## src/rtl/irq_router_pkg.sv

```systemverilog
package irq_router_pkg;

    localparam int DATA_W        = 64;
    localparam int REG_SHIFT     = 6;
    localparam int IDX_MASK_BASE = 0;
    localparam int IDX_STAT_BASE = 4;
    localparam int IDX_PENDING   = 8;

    typedef enum logic [1:0] {
        SZ_BYTE  = 2'd0,
        SZ_HALF  = 2'd1,
        SZ_WORD  = 2'd2,
        SZ_DWORD = 2'd3
    } acc_size_e;

    typedef enum logic {
        PST_IDLE = 1'b0,
        PST_RESP = 1'b1
    } port_state_e;

    typedef enum logic [1:0] {
        TGT_NONE = 2'd0,
        TGT_MASK = 2'd1,
        TGT_STAT = 2'd2,
        TGT_PEND = 2'd3
    } target_e;

endpackage

```

## src/rtl/irq_pending_vec.sv

```systemverilog
module irq_pending_vec
    import irq_router_pkg::*;
#(
    parameter int NUM_SRC = 64,
    localparam int SRC_IDX_W = (NUM_SRC > 1) ? $clog2(NUM_SRC) : 1
) (
    input  logic                 clk,
    input  logic                 rst_n,
    input  logic                 set_valid,
    input  logic [SRC_IDX_W-1:0] set_idx,
    input  logic                 clr_valid,
    input  logic [SRC_IDX_W-1:0] clr_idx,
    output logic [NUM_SRC-1:0]   pend_o
);

    logic [NUM_SRC-1:0] pend_q;
    logic [NUM_SRC-1:0] set_vec;
    logic [NUM_SRC-1:0] clr_vec;
    logic [NUM_SRC-1:0] pend_d;

    always_comb begin
        set_vec = '0;
        clr_vec = '0;
        for (int n = 0; n < NUM_SRC; n++) begin
            if (set_valid && (set_idx == SRC_IDX_W'(n))) set_vec[n] = 1'b1;
            if (clr_valid && (clr_idx == SRC_IDX_W'(n))) clr_vec[n] = 1'b1;
        end
        // clearing a bit that is already zero leaves it zero; set has priority
        pend_d = (pend_q & ~clr_vec) | set_vec;
    end

    always_ff @(posedge clk) begin
        if (!rst_n) pend_q <= '0;
        else        pend_q <= pend_d;
    end

    assign pend_o = pend_q;

endmodule

```

## src/rtl/irq_cpu_lane.sv

```systemverilog
module irq_cpu_lane
    import irq_router_pkg::*;
#(
    parameter int NUM_SRC = 64
) (
    input  logic               clk,
    input  logic               rst_n,
    input  logic               mask_we,
    input  logic [NUM_SRC-1:0] mask_wdata,
    input  logic [NUM_SRC-1:0] pend,
    output logic [NUM_SRC-1:0] mask_o,
    output logic [NUM_SRC-1:0] status_o,
    output logic               irq_o
);

    logic [NUM_SRC-1:0] mask_q;
    logic               irq_q;

    always_ff @(posedge clk) begin
        if (!rst_n)       mask_q <= '0;
        else if (mask_we) mask_q <= mask_wdata;
    end

    assign status_o = mask_q & pend;

    always_ff @(posedge clk) begin
        if (!rst_n) irq_q <= 1'b0;
        else        irq_q <= |status_o;
    end

    assign mask_o = mask_q;
    assign irq_o  = irq_q;

endmodule

```

## src/rtl/irq_reg_port.sv

```systemverilog
module irq_reg_port
    import irq_router_pkg::*;
#(
    parameter int NUM_SRC = 64,
    parameter int NUM_CPU = 4,
    parameter int ADDR_W  = 12,
    localparam int IDX_W  = ADDR_W - REG_SHIFT
) (
    input  logic                       clk,
    input  logic                       rst_n,
    input  logic                       req_valid,
    output logic                       req_ready,
    input  logic                       req_write,
    input  logic [1:0]                 req_size,
    input  logic [ADDR_W-1:0]          req_addr,
    input  logic [DATA_W-1:0]          req_wdata,
    output logic                       resp_valid,
    output logic                       resp_err,
    output logic [DATA_W-1:0]          resp_rdata,
    input  logic [NUM_CPU*NUM_SRC-1:0] mask_flat,
    input  logic [NUM_CPU*NUM_SRC-1:0] status_flat,
    input  logic [NUM_SRC-1:0]         pend,
    output logic [NUM_CPU-1:0]         mask_we,
    output logic [NUM_SRC-1:0]         mask_wdata
);

    port_state_e         st_q, st_d;
    logic [IDX_W-1:0]    idx;
    target_e             tgt;
    logic [NUM_CPU-1:0]  mask_hit;
    logic [DATA_W-1:0]   rd_sel;
    acc_size_e           size;
    logic                size_ok;
    logic                refused;
    logic                accept;
    logic                err_q;
    logic [DATA_W-1:0]   rdata_q;

    assign idx  = req_addr[ADDR_W-1:REG_SHIFT];
    assign size = acc_size_e'(req_size);

    // register decode
    always_comb begin
        tgt      = TGT_NONE;
        mask_hit = '0;
        rd_sel   = '0;
        for (int c = 0; c < NUM_CPU; c++) begin
            if (idx == IDX_W'(IDX_MASK_BASE + c)) begin
                tgt         = TGT_MASK;
                mask_hit[c] = 1'b1;
                rd_sel      = DATA_W'(mask_flat[c*NUM_SRC +: NUM_SRC]);
            end else if (idx == IDX_W'(IDX_STAT_BASE + c)) begin
                tgt    = TGT_STAT;
                rd_sel = DATA_W'(status_flat[c*NUM_SRC +: NUM_SRC]);
            end
        end
        if (idx == IDX_W'(IDX_PENDING)) begin
            tgt    = TGT_PEND;
            rd_sel = DATA_W'(pend);
        end
    end

    always_comb begin
        unique case (size)
            SZ_DWORD: size_ok = 1'b1;
            SZ_WORD:  size_ok = (tgt == TGT_PEND) && !req_write;
            default:  size_ok = 1'b0;
        endcase
        refused = (tgt == TGT_NONE) || !size_ok || (req_write && (tgt != TGT_MASK));
    end

    assign accept     = (st_q == PST_IDLE) && req_valid;
    assign mask_we    = (accept && req_write && !refused) ? mask_hit : '0;
    assign mask_wdata = req_wdata[NUM_SRC-1:0];

    // next state: ACCEPT (IDLE->RESP), RETIRE (RESP->IDLE)
    always_comb begin
        st_d = st_q;
        unique case (st_q)
            PST_IDLE: if (req_valid) st_d = PST_RESP;
            PST_RESP: st_d = PST_IDLE;
            default:  st_d = PST_IDLE;
        endcase
    end

    always_ff @(posedge clk) begin
        if (!rst_n) st_q <= PST_IDLE;
        else        st_q <= st_d;
    end

    // response outputs, captured on ACCEPT
    always_ff @(posedge clk) begin
        if (!rst_n) begin
            err_q   <= 1'b0;
            rdata_q <= '0;
        end else if (accept) begin
            err_q <= refused;
            if (refused || req_write)  rdata_q <= '0;
            else if (size == SZ_WORD)  rdata_q <= {32'd0, rd_sel[31:0]};
            else                       rdata_q <= rd_sel;
        end
    end

    assign req_ready  = (st_q == PST_IDLE);
    assign resp_valid = (st_q == PST_RESP);
    assign resp_err   = (st_q == PST_RESP) && err_q;
    assign resp_rdata = (st_q == PST_RESP) ? rdata_q : '0;

endmodule

```

## src/rtl/irq_router.sv

```systemverilog
module irq_router
    import irq_router_pkg::*;
#(
    parameter int NUM_SRC = 64,
    parameter int NUM_CPU = 4,
    parameter int ADDR_W  = 12,
    localparam int SRC_IDX_W = (NUM_SRC > 1) ? $clog2(NUM_SRC) : 1
) (
    input  logic                 clk,
    input  logic                 rst_n,
    input  logic                 src_set_valid,
    input  logic [SRC_IDX_W-1:0] src_set_idx,
    input  logic                 src_clr_valid,
    input  logic [SRC_IDX_W-1:0] src_clr_idx,
    input  logic                 req_valid,
    output logic                 req_ready,
    input  logic                 req_write,
    input  logic [1:0]           req_size,
    input  logic [ADDR_W-1:0]    req_addr,
    input  logic [DATA_W-1:0]    req_wdata,
    output logic                 resp_valid,
    output logic                 resp_err,
    output logic [DATA_W-1:0]    resp_rdata,
    output logic [NUM_CPU-1:0]   cpu_irq
);

    logic [NUM_SRC-1:0]         raw_q;
    logic [NUM_CPU*NUM_SRC-1:0] mask_flat;
    logic [NUM_CPU*NUM_SRC-1:0] status_flat;
    logic [NUM_CPU-1:0]         mask_we;
    logic [NUM_SRC-1:0]         mask_wdata;

    irq_pending_vec #(.NUM_SRC(NUM_SRC)) u_pend (
        .clk       (clk),
        .rst_n     (rst_n),
        .set_valid (src_set_valid),
        .set_idx   (src_set_idx),
        .clr_valid (src_clr_valid),
        .clr_idx   (src_clr_idx),
        .pend_o    (raw_q)
    );

    for (genvar c = 0; c < NUM_CPU; c++) begin : g_lane
        irq_cpu_lane #(.NUM_SRC(NUM_SRC)) u_lane (
            .clk        (clk),
            .rst_n      (rst_n),
            .mask_we    (mask_we[c]),
            .mask_wdata (mask_wdata),
            .pend       (raw_q),
            .mask_o     (mask_flat[c*NUM_SRC +: NUM_SRC]),
            .status_o   (status_flat[c*NUM_SRC +: NUM_SRC]),
            .irq_o      (cpu_irq[c])
        );
    end

    irq_reg_port #(
        .NUM_SRC (NUM_SRC),
        .NUM_CPU (NUM_CPU),
        .ADDR_W  (ADDR_W)
    ) u_port (
        .clk         (clk),
        .rst_n       (rst_n),
        .req_valid   (req_valid),
        .req_ready   (req_ready),
        .req_write   (req_write),
        .req_size    (req_size),
        .req_addr    (req_addr),
        .req_wdata   (req_wdata),
        .resp_valid  (resp_valid),
        .resp_err    (resp_err),
        .resp_rdata  (resp_rdata),
        .mask_flat   (mask_flat),
        .status_flat (status_flat),
        .pend        (raw_q),
        .mask_we     (mask_we),
        .mask_wdata  (mask_wdata)
    );

endmodule

```

## config.mk

```make
export PLATFORM = sky130hd
export DESIGN_NAME = irq_router
export DESIGN_NICKNAME = d
export VERILOG_FILES = /design/src/rtl/irq_router_pkg.sv /design/src/rtl/irq_pending_vec.sv /design/src/rtl/irq_cpu_lane.sv /design/src/rtl/irq_reg_port.sv /design/src/rtl/irq_router.sv
export SDC_FILE = /design/constraint.sdc
export NUM_CORES = 1
export LEC_CHECK = 0
export ABC_AREA = 1
export BUFFER_PORTS_ARGS = -buffer_cell sky130_fd_sc_hd__buf_2
export CAP_MARGIN = 20
export CELL_PAD_IN_SITES_DETAIL_PLACEMENT = 1
export CELL_PAD_IN_SITES_GLOBAL_PLACEMENT = 1
export CORE_MARGIN = 2
export CORE_UTILIZATION = 38
export DETAILED_ROUTE_END_ITERATION = 16
export HOLD_SLACK_MARGIN = 0.06
export MAX_ROUTING_LAYER = met4
export PLACE_DENSITY = 0.76
export SLEW_MARGIN = 0
export SYNTH_ARGS = -nofsm -noshare
export SYNTH_HDL_FRONTEND = slang
export SYNTH_SLANG_ARGS = --single-unit
```

## constraint.sdc

```tcl
create_clock -name clk -period 1.7 [get_ports clk]
set_input_delay 0.34 -clock clk [delete_from_list [all_inputs] [get_ports clk]]
set_output_delay 0.34 -clock clk [all_outputs]
set_load 0.05 [all_outputs]
```

# Yosys cells after proc, flatten, opt, wreduce, memory -nomap -nowiden
# Cells that the tools add are included.
[totals] out_inout_bits=71 reg_bits=390 elab_cells=463
[op_classes] n_mux=157 reduce_logical=148 bitwise=8 eq_ne=138
[ops] op="$mux W64" count=12
[ops] op="$eq A6 B6 Y1 const B" count=64
[ops] op="$and A64 B64 Y64" count=5
[ops] op="$reduce_or A64 Y1" count=4
[ops] op="$eq A6 B5 Y1 const B" count=32
[ops] op="$logic_and A1 B1 Y1" count=134
[ops] op="$mux W1" count=133
[ops] op="$eq A6 B4 Y1 const B" count=17
[ops] op="$eq A6 B3 Y1 const B" count=12
[ops] op="$not A64 Y64" count=1
[ops] op="$or A64 B64 Y64" count=1
[ops] op="$eq A6 B2 Y1 const B" count=6
[ops] op="$eq A6 B1 Y1 const B" count=3
[ops] op="$logic_not A6 Y1" count=3
[ops] op="$mux W2" count=9
[ops] op="$eq A2 B2 Y1 const B" count=3
[ops] op="$mux W4" count=1
[ops] op="$pmux W1 S2" count=2
[ops] op="$logic_not A1 Y1" count=3
[ops] op="$logic_or A1 B1 Y1" count=3
[ops] op="$logic_not A2 Y1" count=1
[ops] op="$ne A2 B1 Y1 const B" count=1
[ops] op="$not A1 Y1" count=1

# Longest topological paths before layout
[logic_depth] word_depth=19 depth_mapped=11 mapped_depth_nobuf=10

# Cells and area by module
# From an unflattened synthesis, not the netlist that was laid out.
[unflattened] cells_unflattened=4018 hier_area_um2=24136.9
[by_module_without_submodules] mod="irq_cpu_lane" n_inst=4 cells_each=471 seq_area_each_um2=1301.2 area_per_inst_um2=3231.8
[by_module_without_submodules] mod="irq_reg_port" n_inst=1 cells_each=1728 seq_area_each_um2=1321.3 area_per_inst_um2=8511.9
[by_module_without_submodules] mod="irq_pending_vec" n_inst=1 cells_each=406 seq_area_each_um2=1281.2 area_per_inst_um2=2697.6

# Worst setup path after synthesis
# Ideal clock, no wire load.
[synth_timing] path_kind="register to register" startpoint="reg u_port.st_q, in the netlist u_port.resp_valid" endpoint="reg g_lane[0].u_lane.mask_q[23]" setup_ns=0.111 setup_slack_ns=-0.575 stages_incl_launch_ff=9 arrival_time_ns=2.164 n_path_buf=2 period_less_slack_ns=2.275 path_cell_list="dfxtp_1 -> inv_1 -> nand2_1 -> nor2_1 -> clkbuf_1 -> buf_1 -> nand4_1 -> nand2_1 -> nor2_1"
[synth_between] elab_chain_cells=5
[synth_lines] element="from (decl)" line_no="irq_reg_port.sv:27" source="port_state_e st_q, st_d;"
[synth_lines] element="from (signal assigned)" line_no="irq_reg_port.sv:88" source="else st_q <= st_d;"
[synth_lines] element="$not A1 Y1"
[synth_lines] element="named net req_ready" line_no="irq_router.sv:16" source="output logic req_ready,"
[synth_lines] element="$logic_and A1 B1 Y1" line_no="irq_reg_port.sv:72" source="assign accept = (st_q == PST_IDLE) && req_valid;"
[synth_lines] element="$logic_and A1 B1 Y1 (2 in series)" line_no="irq_reg_port.sv:73" source="assign mask_we = (accept && req_write && !refused) ? mask_hit : '0;"
[synth_lines] element="$mux W4" line_no="irq_reg_port.sv:73"
[synth_lines] element="to (signal assigned)" line_no="irq_cpu_lane.sv:21" source="else if (mask_we) mask_q <= mask_wdata;"
[synth_lines] element="to (decl)" line_no="irq_cpu_lane.sv:16" source="logic [NUM_SRC-1:0] mask_q;"
# The timed path passes the listed nets, and every way through them passes these cells.
# A chain may end at the register's enable or synchronous reset.

# Final worst setup path
[layout_timing] startpoint="reg u_port.st_q, in the netlist u_port.resp_valid" endpoint="reg g_lane[1].u_lane.mask_q[11]"
[layout_between] elab_chain_cells=5
[layout_lines] element="$not A1 Y1" line_no="irq_reg_port.sv:72"
[layout_lines] element="$logic_and A1 B1 Y1" line_no="irq_reg_port.sv:72"
[layout_lines] element="$logic_and A1 B1 Y1 (2 in series)" line_no="irq_reg_port.sv:73"
[layout_lines] element="$mux W4" line_no="irq_reg_port.sv:73"
[layout_lines] element="to (signal assigned)" line_no="irq_cpu_lane.sv:21"
[layout_lines] element="to (decl)" line_no="irq_cpu_lane.sv:16"
# Every way passes these cells.

==> results.py <==
metrics = {
    "floorplan": {
        "num_rows": 87,
        "coreArea_sq_um": 56600,
        "io_pins": 167,
        "die_y_microns": 244,
        "die_area_sq_um": 59400,
        "initial_core_util": 0.386,
        "die_w_microns": 244,
    },
    "synthesis": {
        "ys_seq_area_frac": 0.358,
        "syn_area_sq_um": 21800,
        "yosys.area.top_type_share": 0.358,
        "ys_types": 23,
        "netlist_top_cells_area": "dfxtp_1 36%, nand2_1 18%, nor2_1 13%",
        "synth_ff_type": "dfxtp_1",
        "synth_top_cell_by_area": "dfxtp_1",
        "syn_area_per_cell_sq_um": 6.07,
        "synth_commonest_cells": "1,068 x nand2_1, 781 x nor2_1, 413 x nand4_1, 390 x dfxtp_1, 256 x a21oi_1",
        "synth_seq_cells": 390,
        "synthesis.nets": 3692,
        "synth-edff-count": 0,
        "async_reset_ff_frac": 0,
        "syn_inst": 3596,
        "synth.most_common_cell": "nand2_1",
        "ys_warn_count": 0,
    },
    "final_layout": {
        "final_layout_size_suffix_gt1_frac": 0.155,
        "layout.nets": 3921,
        "areaGrowthSynthToFinish_pct": 29.7,
        "utilization": 0.500,
        "fill_cells": 7495,
    },
    "power_and_ir_drop": {
        "leakagePower_nw": 11.6,
        "ir_worst_vdd_v": 0.000669,
        "powerDensity_nw_per_um2": 765,
    },
    "worst_setup_path": {
        "required_ns": 2.23,
        "crit_buf_inv": 6,
        "path_class": "reg2reg",
        "crit_slowest_cell": "dfxtp_4",
        "start_kind": "flip-flop",
        "crit_fanout": 7,
        "reg2reg_depth": 12,
        "crit_path_start": "u_port.resp_valid",
        "crit_path_cell_trace": "buf_4 > clkinvlp_4 > nand2_2 > buf_12 > nor2_4 > buf_12 > nand2_8 > nor2_8 > buf_6 > clkbuf_16 > nor2_1 > nor2_1",
        "cp_top_family": "buffers and inverters",
        "r2r-start": "u_port.resp_valid",
        "arrival_ns": 2.56,
        "max_stage_delay_ns": 0.40,
        "path_depth": 12,
        "worst_setup_path_end_kind": "flip-flop",
    },
    "routing": {
        "viasPerCell": 5.68,
        "drt-pass1-iter-count": 5,
        "drc": 0,
        "wl_per_cell_microns": 21.1,
        "vias": 26253,
        "drt-total-wl_microns": 97300,
        "drt_iter0_drc": 2114,
        "postRouteAntennaNets": 0,
    },
    "sta": {
        "report.final.slew_viol_count": 0,
        "setup_tns_ns": -73.60,
        "hold_slack_ns": 0.113,
        "fin_ws_ns": -0.332,
        "max_freq_mhz": 492,
        "period_needed_ns": 2.03,
        "tightest_slew_ns": 0.742,
        "rsz0062_at_grt": "true",
        "hold_viol": 0,
        "clock_skew_ns": 0.0248,
        "fin_crit_sh": 1.20,
        "slew_headroom": 0.506,
        "finalSetupViolCount": 392,
    },
    "clock_network": {
        "numCtsBuffers": 46,
        "cts.sinks": 390,
        "ctsHoldBuffers": 0,
        "cts-root-buf": "clkbuf_16",
        "clockBufferDepth": 3,
        "cts_tree": "done",
        "clk_pin_slew_ns": 0.07,
        "h-tree-depth": 2,
        "clk_latency_ns": 0.60,
    },
    "global_route": {
        "grt.total_usage": 0.320,
        "grt_max_degree": 136,
        "antenna_found_initial": 2,
        "grt_pass1_vias": 26157,
        "grt_overflow": 0,
        "grt_first_pass_wirelength_microns": 148000,
    },
    "place": {
        "place_ws_ns": -0.405,
        "gp_routability_congestion": 0.938,
        "dp_hpwl_microns": 63700,
        "portBuffers": 160,
    },
    "status": {
        "status": "finished, violations left",
        "violations": "negative setup slack",
    },
    "worst_hold_path": {
        "hold_depth": 3,
        "hp-start": "rst_n",
        "hold_path.class": "in2reg",
    },
    "run": {
        "drv_cap": 0,
    },
}
==> stage by stage <==
| step | instances | total power (W) | cell area (sq um) |
|---|---|---|---|
| finish | 4619 | 0.0216 | 28300 |
| global route | 4619 | 0.0222 | 28300 |
| CTS | 4596 | 0.0216 | 27900 |
| detailed placement | 4485 | 0.0110 | 25300 |
| global placement | 4485 | 0.0109 | 25300 |
| floorplan | 3596 | 0.0102 | 22100 |
==> timing repair <==
| action | 4_1_cts | 5_1_grt |
|---|---|---|
| cloned | 12 | 16 |
| setup endpoints to repair | 325 | 392 |
| gates resized for setup | 128 | 27 |
| pin swaps | 8 | 25 |
| buffers inserted | 15 | 10 |
==> where the power goes <==
group          internal, W  total (W)  switching, W
logic             0.000605    0.00177       0.00117
clock network      0.00633     0.0107       0.00435
registers          0.00915    0.00919     0.0000349
total               0.0161     0.0216       0.00555
==> registers in the layout (all words and copies together) (netlist names) <==
| signal | flops |
|---|---|
| g_lane.u_lane.mask_o | 256 |
| u_pend.pend_o | 64 |
| u_port.rdata_q | 64 |
| g_lane.u_lane.irq_o | 4 |
| u_port.err_q | 1 |
| u_port.resp_valid | 1 |
==> worst paths after layout <==
path                                  to  slack [ns]
max          g_lane[1].u_lane.mask_o[11]       -0.33
min                    u_port.resp_valid        0.11
max reg2reg  g_lane[1].u_lane.mask_o[11]       -0.33
min reg2reg           u_port.rdata_q[29]        0.45
==> cell families after synthesis <==
group,Yosys count,share of synthesized area
buffers and inverters,454,0.0849
AND/OR/NAND/NOR,2362,0.464
flip-flops,390,0.358
AO/OA/AOI/OAI,390,0.0931
==> worst reg2reg max path, cell delays in order (launching register included) <==
cell and delay [ns]:
dfxtp_4 0.40, buf_4 0.16, clkinvlp_4 0.06, nand2_2 0.06
buf_12 0.15, nor2_4 0.10, buf_12 0.14, nand2_8 0.10
nor2_8 0.27, buf_6 0.19, clkbuf_16 0.18, nor2_1 0.06
nor2_1 0.09
==> metal layers <==
layer | wire length, microns | track usage
met1 | 40500 | 0.390
met2 | 46000 | 0.529
met3 | 5860 | 0.0390
met4 | 4940 | 0.147
met5 | 0 | -
==> layout by cell type, fill, tap and decap left out, drive strengths merged, types with 2 or more instances in the layout <==
master | Yosys | layout
a211oi | 32 | 32
nor4 | 16 | 16
bufinv | 0 | 5
nand3 | 72 | 72
nand2 | 1069 | 1069
clkbuf | 126 | 78
o21ai | 102 | 102
clkinv | 1 | 12
a21oi | 256 | 256
inv | 196 | 146
buf | 131 | 424
dfxtp | 390 | 390
nor3 | 4 | 4
nand4 | 413 | 413
nor2 | 788 | 788
diode | 0 | 2
clkinvlp | 0 | 53
==> area by class of cell <==
type | instances | area (sq um) | area share
antenna | 2 | 5.00 | 0.000177
clock buffer | 65 | 1360 | 0.0482
clock inverter | 19 | 229 | 0.00809
inverter | 197 | 932 | 0.0329
multi-input combinational | 2752 | 12300 | 0.434
sequential | 390 | 7810 | 0.276
tap | 756 | 946 | 0.0334
timing repair buffer | 438 | 4720 | 0.167
Power figures use the tool's default switching activity.
